<file path="src/rtl/bhc_pkg.sv">
package bhc_pkg;

  // Kinds of register that an address can select
  typedef enum logic [1:0] {
    SEL_NONE = 2'd0,
    SEL_VEC  = 2'd1,
    SEL_WAIT = 2'd2,
    SEL_ID   = 2'd3
  } bhc_sel_e;

  // Word offset of the wait register (byte offset 0x008)
  localparam int unsigned WAIT_WORD = 2;

  // Value loaded into every vector base register at reset
  localparam logic [31:0] VEC_RESET = 32'h1000_0000;

  // Identification byte for each of the four top words
  function automatic logic [7:0] id_byte(input logic [1:0] idx);
    logic [7:0] b;
    case (idx)
      2'd0:    b = 8'h0D;
      2'd1:    b = 8'hF0;
      2'd2:    b = 8'h05;
      default: b = 8'hB1;
    endcase
    return b;
  endfunction

endpackage

</file>
<file path="src/rtl/bhc_decode.sv">
module bhc_decode
  import bhc_pkg::*;
#(
  parameter int unsigned NUM_CORES = 2,
  parameter int unsigned ADDR_W    = 12,
  localparam int unsigned IDX_W    = (NUM_CORES > 1) ? $clog2(NUM_CORES) : 1,
  localparam int unsigned WORD_W   = ADDR_W - 2
) (
  input  logic [ADDR_W-1:0] addr,
  output bhc_sel_e          sel,
  output logic [IDX_W-1:0]  core_idx,
  output logic [1:0]        id_idx
);

  logic [WORD_W-1:0] word;
  logic              aligned;

  assign word    = addr[ADDR_W-1:2];
  assign aligned = (addr[1:0] == 2'b00);
  assign id_idx  = word[1:0];

  always_comb begin
    sel      = SEL_NONE;
    core_idx = '0;
    if (aligned) begin
      if (32'(word) < NUM_CORES) begin
        sel      = SEL_VEC;
        core_idx = word[IDX_W-1:0];
      end else if (32'(word) == WAIT_WORD) begin
        sel = SEL_WAIT;
      end else if (&word[WORD_W-1:2]) begin
        sel = SEL_ID;
      end
    end
  end

  // a vector select never points past the cores that exist
  always_comb begin
    a_r8_vec_in_range : assert (sel != SEL_VEC || 32'(core_idx) < NUM_CORES);
  end

endmodule

</file>
<file path="src/rtl/bhc_vec_slot.sv">
module bhc_vec_slot #(
  parameter int unsigned DATA_W    = 32,
  parameter logic [DATA_W-1:0] RST_VAL = '0
) (
  input  logic              clk,
  input  logic              rst_n,
  input  logic              we,
  input  logic [DATA_W-1:0] wdata,
  output logic [DATA_W-1:0] q
);

  always_ff @(posedge clk) begin
    if (!rst_n)  q <= RST_VAL;
    else if (we) q <= wdata;
  end

  // the base only moves after a write to it
  a_r5_vec_stable : assert property (@(posedge clk) disable iff (!rst_n)
    !$past(we) |-> $stable(q));

endmodule

</file>
<file path="src/rtl/bhc_wait_ctrl.sv">
module bhc_wait_ctrl #(
  parameter int unsigned NUM_CORES = 2,
  parameter int unsigned DATA_W    = 32,
  parameter logic [DATA_W-1:0] RST_VAL = '0
) (
  input  logic                 clk,
  input  logic                 rst_n,
  input  logic                 we,
  input  logic [DATA_W-1:0]    wdata,
  output logic [DATA_W-1:0]    wait_q,
  output logic [NUM_CORES-1:0] core_hold,
  output logic [NUM_CORES-1:0] core_release
);

  logic [NUM_CORES-1:0] falling;

  // Bits that go from 1 to 0 with this write
  assign falling = wait_q[NUM_CORES-1:0] & ~wdata[NUM_CORES-1:0];

  always_ff @(posedge clk) begin
    if (!rst_n) begin
      wait_q       <= RST_VAL;
      core_hold    <= RST_VAL[NUM_CORES-1:0];
      core_release <= '0;
    end else if (we) begin
      wait_q       <= wdata;
      core_release <= falling;
      core_hold    <= core_hold & ~falling;
    end else begin
      core_release <= '0;
    end
  end

  // no hold bit is ever reasserted
  a_r4_hold_never_rises : assert property (@(posedge clk) disable iff (!rst_n)
    (core_hold & ~$past(core_hold)) == '0);

  // a hold only drops together with its release pulse
  a_r4_hold_drops_on_release : assert property (@(posedge clk) disable iff (!rst_n)
    ((~core_hold & $past(core_hold)) & ~core_release) == '0);

  // a pulse lasts one cycle
  a_r3_release_one_cycle : assert property (@(posedge clk) disable iff (!rst_n)
    (core_release & $past(core_release)) == '0);

  // a pulse follows a write
  a_r3_release_after_write : assert property (@(posedge clk) disable iff (!rst_n)
    (core_release != '0) |-> $past(we));

endmodule

</file>
<file path="src/rtl/boot_hold_ctrl.sv">
module boot_hold_ctrl
  import bhc_pkg::*;
#(
  parameter int unsigned NUM_CORES = 2,
  parameter int unsigned ADDR_W    = 12,
  parameter int unsigned DATA_W    = 32
) (
  input  logic                        clk,
  input  logic                        rst_n,
  input  logic                        bus_wr,
  input  logic                        bus_rd,
  input  logic [ADDR_W-1:0]           bus_addr,
  input  logic [DATA_W-1:0]           bus_wdata,
  output logic [DATA_W-1:0]           bus_rdata,
  output logic                        bus_err,
  output logic [NUM_CORES-1:0]        core_hold,
  output logic [NUM_CORES-1:0]        core_release,
  output logic [NUM_CORES*DATA_W-1:0] core_vec_base
);

  localparam int unsigned IDX_W = (NUM_CORES > 1) ? $clog2(NUM_CORES) : 1;
  localparam logic [DATA_W-1:0] WAIT_RST = (NUM_CORES > 1) ? DATA_W'(2) : '0;

  bhc_sel_e          sel;
  logic [IDX_W-1:0]  core_idx;
  logic [1:0]        id_idx;
  logic [DATA_W-1:0] vec_q [NUM_CORES];
  logic [DATA_W-1:0] wait_q;
  logic [DATA_W-1:0] rd_val;
  logic              wait_we;

  bhc_decode #(
    .NUM_CORES (NUM_CORES),
    .ADDR_W    (ADDR_W)
  ) u_decode (
    .addr     (bus_addr),
    .sel      (sel),
    .core_idx (core_idx),
    .id_idx   (id_idx)
  );

  for (genvar c = 0; c < NUM_CORES; c++) begin : g_core
    logic vec_we;
    assign vec_we = bus_wr && (sel == SEL_VEC) && (core_idx == IDX_W'(c));

    bhc_vec_slot #(
      .DATA_W  (DATA_W),
      .RST_VAL (DATA_W'(VEC_RESET))
    ) u_vec (
      .clk   (clk),
      .rst_n (rst_n),
      .we    (vec_we),
      .wdata (bus_wdata),
      .q     (vec_q[c])
    );

    assign core_vec_base[c*DATA_W +: DATA_W] = vec_q[c];
  end

  assign wait_we = bus_wr && (sel == SEL_WAIT);

  bhc_wait_ctrl #(
    .NUM_CORES (NUM_CORES),
    .DATA_W    (DATA_W),
    .RST_VAL   (WAIT_RST)
  ) u_wait (
    .clk          (clk),
    .rst_n        (rst_n),
    .we           (wait_we),
    .wdata        (bus_wdata),
    .wait_q       (wait_q),
    .core_hold    (core_hold),
    .core_release (core_release)
  );

  // Read selection
  always_comb begin
    rd_val = '0;
    case (sel)
      SEL_VEC: begin
        for (int c = 0; c < NUM_CORES; c++) begin
          if (core_idx == IDX_W'(c)) rd_val = vec_q[c];
        end
      end
      SEL_WAIT: rd_val = wait_q;
      SEL_ID:   rd_val = DATA_W'(id_byte(id_idx));
      default:  rd_val = '0;
    endcase
  end

  always_ff @(posedge clk) begin
    if (!rst_n) begin
      bus_rdata <= '0;
      bus_err   <= 1'b0;
    end else begin
      bus_rdata <= bus_rd ? rd_val : '0;
      bus_err   <= (bus_rd || bus_wr) && (sel == SEL_NONE);
    end
  end

  // an errored access returns zero data
  a_r7_err_zero_data : assert property (@(posedge clk) disable iff (!rst_n)
    bus_err |-> (bus_rdata == '0));

  // no read, no data
  a_r9_idle_rdata_zero : assert property (@(posedge clk) disable iff (!rst_n)
    !$past(bus_rd) |-> (bus_rdata == '0));

  // an error needs an access in the cycle before
  a_r7_err_needs_access : assert property (@(posedge clk) disable iff (!rst_n)
    bus_err |-> ($past(bus_rd) || $past(bus_wr)));

endmodule

</file>
<file path="config.mk">
export PLATFORM = sky130hd
export DESIGN_NAME = boot_hold_ctrl
export DESIGN_NICKNAME = d
export VERILOG_FILES = /design/src/rtl/bhc_pkg.sv /design/src/rtl/bhc_decode.sv /design/src/rtl/bhc_vec_slot.sv /design/src/rtl/bhc_wait_ctrl.sv /design/src/rtl/boot_hold_ctrl.sv
export SDC_FILE = /design/constraint.sdc
export NUM_CORES = 1
export LEC_CHECK = 0
export BUFFER_PORTS_ARGS = -buffer_cell sky130_fd_sc_hd__buf_2
export CORE_MARGIN = 5
export CORE_UTILIZATION = 52
export CTS_CLUSTER_DIAMETER = 100
export DETAILED_ROUTE_END_ITERATION = 16
export PLACE_DENSITY = 0.81
export SETUP_SLACK_MARGIN = 0.4
export SLEW_MARGIN = 0
export SYNTH_ARGS = -nofsm -noshare
export SYNTH_HDL_FRONTEND = slang
export SYNTH_SLANG_ARGS = --single-unit
</file>
<file path="constraint.sdc">
create_clock -name clk -period 2.1 [get_ports clk]
set_input_delay 0.525 -clock clk [delete_from_list [all_inputs] [get_ports clk]]
set_output_delay 0.525 -clock clk [all_outputs]
set_load 0.005 [all_outputs]
</file>
; Word-level counts from Yosys, hierarchy flattened
; Index checks and enable logic that the tools add are counted.
[word_totals]
elab_cells = 40
out_inout_bits = 101
regBits = 133
[op_classes]
eq_ne = 6
n_lt_le_gt_ge = 1
n_reduce_logical = 12
bitwise_logic = 5
muxes = 9
[op_table]
columns = cell, count
row1 = case mux 32 bit (3 select lines), 1
row2 = two-way mux 32 bit, 1
row3 = case mux 8 bit (3 select lines), 1
row4 = "equality test 10 x 2 -> 1 bit, second input constant", 1
row5 = "< comparator 10 x 2 -> 1 bit, second input constant", 1
row6 = two-way mux 2 bit, 4
row7 = AND reduction 8 bit, 1
row8 = "equality test 2 bit, second input constant", 3
row9 = logical NOT 2 bit, 3
row10 = logical AND 1 bit, 5
row11 = bitwise AND 2 bit, 2
row12 = "equality test 2 x 1 -> 1 bit, second input constant", 2
row13 = inverter 2 bit, 2
row14 = AND reduction 2 bit, 2
row15 = two-way mux 1 bit, 2
row16 = logical OR 1 bit, 1
row17 = inverter 1 bit, 1

; Depth between registers and ports, before layout
; Gate-level depths: netlist of the first run.
[depth]
ltp_word = 8
mapped_depth = 6

; By module
; Synthesis of the first run repeated with hierarchy kept, for this count alone.
[hier_totals]
hier_cells = 498
hier_area_um2 = 5804.3
[by_module_without_submodules]
columns = mod, area_per_inst_um2, n_inst, cells_each
row1 = bhc_vec_slot, 1241.2, 2, 103
row2 = boot_hold_ctrl, 1861.8, 1, 165
row3 = bhc_wait_ctrl, 1362.6, 1, 114
row4 = bhc_decode, 97.6, 1, 13

; Worst setup path before layout of the first run
; Ideal clock, no wire load.
[synth_timing]
kind = input to register
start = in bus_addr[3]
end = reg bus_rdata[2]
t_arrival_ps = 1799
setup_slack_ps = 162
setup_ps = 139
t_required_ps = 1961
path_stages = 6
path_buffers = 2
path_cell_list = clkbuf_1 > nor2b_1 > nand4_1 > clkbuf_1 > mux2i_1 > o32ai_1
[synth_via]
elab_chain_len = 6
elab_cells_between_ends = 16
classes_between = 1 x order compare / 6 x eq/ne / 8 x mux / 1 x reduce/logical
[synth_lines]
columns = element, line
row1 = from (decl), boot_hold_ctrl.sv:12  ; input logic [ADDR_W-1:0] bus_addr,
row2 = branches (longest 5 deep; another with < comparator 10 x 2 -> 1 bit), n/a
row3 = case mux 32 bit (3 select lines) (*), boot_hold_ctrl.sv:79  ; case (sel)
row4 = to (signal assigned), boot_hold_ctrl.sv:96  ; bus_rdata <= bus_rd ? rd_val : '0;
row5 = to (decl), boot_hold_ctrl.sv:14  ; output logic [DATA_W-1:0] bus_rdata,
; Every way passes the cells marked *.
; A chain may end at the register's enable or synchronous reset.

; Final worst setup path of the first run
[layout_timing]
start = in bus_addr[11]
end = reg g_core[0].u_vec.q[8]
[layout_via]
elab_chain_len = 8
elab_cells_between_ends = 13
classes_between = 1 x order compare / 2 x eq/ne / 6 x mux / 1 x bitwise / 3 x reduce/logical
[layout_lines]
columns = element, line
row1 = branches (longest 7 deep; another with < comparator 10 x 2 -> 1 bit), n/a
row2 = logical AND 1 bit (*), boot_hold_ctrl.sv:44  ; assign vec_we = bus_wr && (sel == SEL_VEC) && (core_idx == IDX_W'(c));
row3 = to (signal assigned), bhc_vec_slot.sv:14  ; else if (we) q <= wdata;
row4 = to (decl), bhc_vec_slot.sv:9  ; output logic [DATA_W-1:0] q
; Marked as above.

==> results.json, run 1 <==
{
  "cts_root_buf": "clkbuf_8",
  "clk_pin_slew_ns": 0.06,
  "vias_per_cell": 5.324,
  "htreeDepth": 4,
  "syn_inst": 508,
  "insertedDiodeCount": 0,
  "cts.sinks": 133,
  "drtPass1Iterations": 4,
  "yosysTopAreaCellShare": 0.5088,
  "path_buf_inv": 2,
  "cts_setup_buffers": 0,
  "outcome": "completed",
  "wirelength_um": 13560,
  "ioPinCount": 149,
  "ys_seq_area_frac": 0.5088,
  "crit_path_end_kind": "register",
  "syn-num-nets": 556,
  "path_max_fanout": 10,
  "regArea_um2": 2663,
  "period_needed_ns": 1.611,
  "worstPathArrival_ns": 2.01,
  "ys_ff_latch": 133,
  "min_from": "bus_wdata[28]",
  "grt_overflow_total": 0,
  "dpl.cell_count": 777,
  "nets": 711,
  "worst_ep_required_time_ns": 2.49,
  "r2r_start": "g_core[1].u_vec.q[3]",
  "die_h_um": 110.3,
  "power_density_nw_per_um2": 835.5,
  "initial_core_util": 0.5353,
  "fin_area_um2": 6838,
  "hpwl_um": 9391,
  "regToRegSetupSlack_ns": 0.98,
  "rows": 36,
  "grt_pass1_vias": 4338,
  "hold_ws_ns": 0.2852,
  "num_vias": 4307,
  "postPlaceCellArea_um2": 6227,
  "cts_tree": "yes",
  "crit_path_cell_trace": "buf_2, nor4_4, nand4_1, or3_2, buf_4, mux2i_1",
  "place_worst_setup_slack_ns": -0.03333,
  "numPortBuffers": 148,
  "gp_congestion": 0.8804,
  "grt_max_degree": 89,
  "die_x_um": 110.3,
  "drv_slew": 0,
  "synth_common_cells": "dfxtp_1, nand2_1, mux2i_1",
  "synthTopCellsByArea": "dfxtp_1, mux2i_1, nand2_1",
  "fin_cells": 809,
  "synth_ff_type": "dfxtp_1",
  "grt_util_all_layers": 0.2263,
  "yosysWarnings": 0,
  "crit_path_start_kind": "primary input",
  "worstMarginPinSlew_ns": 0.4541,
  "min_period_over_period": 0.7673,
  "ir_worst_vdd_uv": 445.1,
  "yosysMostFrequentCell": "dfxtp_1",
  "num-fill-cells": 761,
  "cts_resized": 0,
  "postLayoutSetupSlackWorst_ns": 0.4887,
  "drv_cap": 0,
  "clk_path_buf_depth": 2,
  "finClkSkew_ns": 0.007930,
  "synth_edf_count": 0,
  "tns_ns": 0,
  "syn_avg_cell_area_um2": 10.30,
  "post_synth_num_cell_types": 34,
  "multi_input_area_um2": 2417,
  "max_stage_delay_ns": 0.49,
  "maxSlewHeadroom": 0.6973,
  "drive_above_1_share": 0.3210,
  "drtIter0Drc": 232,
  "synthArstFlopShare": 0,
  "areaGrowthSynthToFinish_pct": 30.68,
  "fmax_mhz": 620.6,
  "core_um2": 9774,
  "die_area_um2": 12170,
  "syn-cell-area_um2": 5233,
  "synth_top_area_cell": "dfxtp_1",
  "cp_slowest_cell": "or3_2",
  "antenna_left": 0,
  "crit_family": "simple AND/OR/NAND/NOR gates",
  "p_leak_uw": 0.003209,
  "routedWlPerCell_um": 16.76,
  "rsz0062_at_grt": "no",
  "finalHoldViolCount": 0,
  "crit_type": "primary input to register",
  "critical_path.startpoint": "bus_addr[11]",
  "antenna_found_initial": 0,
  "grt_pass1_wl_um": 21270,
  "hold_buffers": 0,
  "drc": 0,
  "hp-class": "primary input to register",
  "clk-insertion-delay-late_ns": 0.51,
  "setup_viol": 0,
  "cts-buffers-inserted": 17
}
==> path summary, 6_finish.rpt <==
path | end | depth (start not counted)
setup / recovery | g_core[0].u_vec.q[8] | 6
hold / removal | u_wait.wait_q[28] | 3
setup reg to reg | bus_rdata[3] | 3
hold reg to reg | u_wait.core_hold[0] | 2
==> tightest hold or removal path: stages <==
cell and delay [ns]:
buf_2 0.11, nand2_1 0.05, a21boi_0 0.06
==> per-layer routing <==
| layer | share of wire | track usage | wire length, um |
|---|---|---|---|
| met1 | 0.43 | 0.2790 | 5782 |
| met2 | 0.48 | 0.3787 | 6521 |
| met3 | 0.080 | 0.07863 | 1082 |
| met4 | 0.012 | 0.05893 | 169 |
| met5 | 0 | 0 | 0 |
==> kinds of logic (layout without fill, tap and decap cells) <==
family,Yosys count,after routing,synth area share
AOI/OAI and AO/OA,48,48,0.07293
buffers and inverters,38,206,0.03587
DFF,133,133,0.5088
muxes,127,127,0.2429
and+or+nand+nor,162,162,0.1394
==> registers in the layout, summed over array words and instances, names as in the netlist <==
| register | flops |
|---|---|
| u_wait.wait_q | 32 |
| bus_err | 1 |
| g_core.u_vec.q | 64 |
| u_wait.core_release | 2 |
| u_wait.core_hold | 2 |
| bus_rdata | 32 |
==> report_power, final <==
group | leakage [uW] | switching [uW] | total, uW | internal [uW]
Combinational | 0.00185 | 112 | 175 | 62.8
Sequential | 0.00107 | 0.360 | 2520 | 2520
Clock | 0.000284 | 1180 | 3010 | 1840
Total | 0.00321 | 1290 | 5710 | 4420
==> metrics by stage <==
| step | utilization | power, uW |
|---|---|---|
| after floorplan | - | 2667 |
| after global placement | 0.6371 | 2747 |
| after detailed placement | 0.6371 | 2752 |
| after CTS | 0.6992 | 5748 |
| after global routing | 0.6996 | 5911 |
| final | 0.6996 | 5713 |
==> cell usage in the layout (no fill, tap or decap), types with 3 or more instances in the layout <==
master and n:
buf_2 147, dfxtp_1 133, nand2_1 129, mux2i_1 127, o2bb2ai_1 25, buf_4 22, clkbuf_16 16, nor2b_1 6
a22oi_1 5, o22ai_1 5, inv_6 5, nand4_1 4, clkinvlp_4 4, buf_12 4, nor2_1 3, nor4_4 3
nor3_1 3, o21ai_0 3, a31oi_1 3, bufinv_16 3
==> area by class of cell <==
| cell class | instances | share of cell area |
|---|---|---|
| clock buffers | 17 | 0.06057 |
| clock inverters | 15 | 0.02818 |
| inverters | 1 | 0.0005489 |
| multi-input cells | 337 | 0.3535 |
| flip-flops and latches | 133 | 0.3894 |
| well taps | 133 | 0.02434 |
| repair buffers | 173 | 0.1435 |
(Power assumes the default switching activity.)
==> run 2: changes to the inputs <==
Clock period 2.1 ns to 1.6 ns, I/O delays scaled along.
==> run 2 against run 1 <==
Compared with the run above: the flow now finishes with violations (negative setup slack); total power grew 32%; worst hold slack lost 0.13 ns; via count grew 31%; critical path depth grew 4; utilization grew 22 points; largest cell class is now multi-input gates.
==> results.json, run 2 (synthesized netlist as in run 1, its figures left out) <==
{
  "outcome": "finished, violations left",
  "violations": "negative setup slack",
  "num_vias": 5644,
  "drc": 0,
  "areaGrowthSynthToFinish_pct": 72.48,
  "fin_util": 0.9233,
  "setup_viol": 14,
  "power_density_nw_per_um2": 833.6,
  "grt_overflow_total": 0,
  "hold_buffers": 0,
  "crit_path_start_kind": "primary input",
  "ioPinCount": 149,
  "cts-buffers-inserted": 17,
  "nets": 816,
  "drv_slew": 0,
  "cts_tree": "yes",
  "numPortBuffers": 148,
  "die_x_um": 110.3,
  "cp_slowest_cell": "mux2i_1",
  "period_needed_ns": 1.791,
  "p_leak_uw": 0.003929,
  "max_stage_delay_ns": 0.41,
  "die_h_um": 110.3,
  "clk-insertion-delay-late_ns": 0.54,
  "htreeDepth": 4,
  "fmax_mhz": 558.3,
  "tns_ns": -0.6583,
  "p_int_uw": 5527,
  "clk_pin_slew_ns": 0.07,
  "grt_pass1_vias": 5133,
  "worstPathArrival_ns": 2.21,
  "switching_share": 0.2654,
  "cts_root_buf": "clkbuf_8",
  "clk_path_buf_depth": 2,
  "drive_above_1_share": 0.5980,
  "core_um2": 9774,
  "hp-class": "primary input to register",
  "path_max_fanout": 7,
  "finClkSkew_ns": 0.01224,
  "num-fill-cells": 312,
  "hpwl_um": 9485,
  "crit_family": "buffers and inverters",
  "crit_path_end_kind": "register",
  "worst_ep_required_time_ns": 2.01,
  "rows": 36,
  "grt_util_all_layers": 0.2724,
  "final_common_cell": "nand2_1",
  "wirelength_um": 24410,
  "ir_worst_vdd_uv": 878.5,
  "comb_power_share": 0.041,
  "antenna_found_initial": 2,
  "initial_core_util": 0.5353,
  "regMostFlops": "g_core.u_vec.q",
  "maxSlewHeadroom": 0.6627,
  "routedWlPerCell_um": 26.65,
  "regToRegSetupSlack_ns": 0.37,
  "place_worst_setup_slack_ns": -0.4496,
  "grt_max_degree": 65,
  "die_area_um2": 12170,
  "crit_path_cell_trace": "buf_8, nor4_4, buf_4, buf_4, buf_6, nand4_1, buf_6, clkbuf_16, mux2i_1, o2bb2ai_2",
  "postLayoutSetupSlackWorst_ns": -0.1912,
  "path_buf_inv": 6,
  "drtPass1Iterations": 5,
  "drv_cap": 0,
  "worstMarginPinSlew_ns": 0.4919,
  "rsz0062_at_grt": "yes",
  "antenna_left": 0,
  "seq_power_share": 0.440,
  "p_sw_uw": 1996,
  "vias_per_cell": 6.162,
  "min_period_over_period": 1.119,
  "gp_congestion": 0.8616,
  "drtIter0Drc": 683,
  "power.total_uw": 7523,
  "layout_common_cells": "nand2_1, mux2i_1, buf_2",
  "largest_reg_flops": 64,
  "clockPowerShare": 0.519,
  "reg_top3": "g_core.u_vec.q x64, bus_rdata x32, u_wait.wait_q x32",
  "crit_type": "primary input to register",
  "finalHoldViolCount": 0,
  "cts.sinks": 133,
  "grt_pass1_wl_um": 25340
}
[run 2: final timing paths]
kind | start | endpoint | cells past startpoint
worst max-delay path | bus_addr[5] | bus_rdata[28] | 10
worst max register to register | g_core[0].u_vec.q[3] | bus_rdata[3] | 4
worst min register to register | u_wait.wait_q[24] | bus_rdata[24] | 1
worst min-delay path | bus_wdata[28] | u_wait.wait_q[28] | 3
[run 2: power groups by stage]
stage               combinational [uW]  sequential, uW  clock, uW
detailed placement                 249            3390          0
global route                       323            3310       4030
finish                             311            3310       3910
CTS                                262            3310       3690
floorplan                          114            3390          0
global placement                   241            3390          0
[run 2: area by class of cell]
type / count / area, um^2 / share of cell area
Antenna cell: 2 / 5.005 / 0.0005546
Clock buffer: 17 / 414.1 / 0.04589
Clock inverter: 15 / 148.9 / 0.01650
Inverter: 1 / 3.754 / 0.0004159
Multi-Input combinational cell: 337 / 3070 / 0.3402
Sequential cell: 133 / 2773 / 0.3072
Tap cell: 133 / 166.4 / 0.01844
Timing Repair Buffer: 278 / 2444 / 0.2708
[run 2: through the flow]
step	cells	area, um^2	hold slack [ns]
5_1_grt	916	9025	0.1593
4_1_cts	889	7765	0.1356
6_report	916	9025	0.1520
2_1_floorplan	508	5314	0.4261
3_3_place_gp	786	6336	0.4176
3_5_place_dp	786	6336	0.4278
[run 2: routing by layer]
layer	global-route usage	part of all wire	vias to the layer above
li1	-	-	2301
met1	0.3200	0.35	2750
met2	0.4705	0.49	440
met3	0.05941	0.093	151
met4	0.1319	0.071	2
met5	0	0.00037	-
[run 2: worst register-to-register path: stages, from the launching register on]
cell	delay [ns]
dfxtp_2	0.33
buf_4	0.11
mux2i_1	0.09
or4_1	0.47
a21oi_2	0.16
[run 2: repair_timing]
item                       CTS  global route
pin swaps                   11            31
buffers inserted            67            16
resized for setup          113           156
setup endpoints to repair  233           234
cloned                       4             9
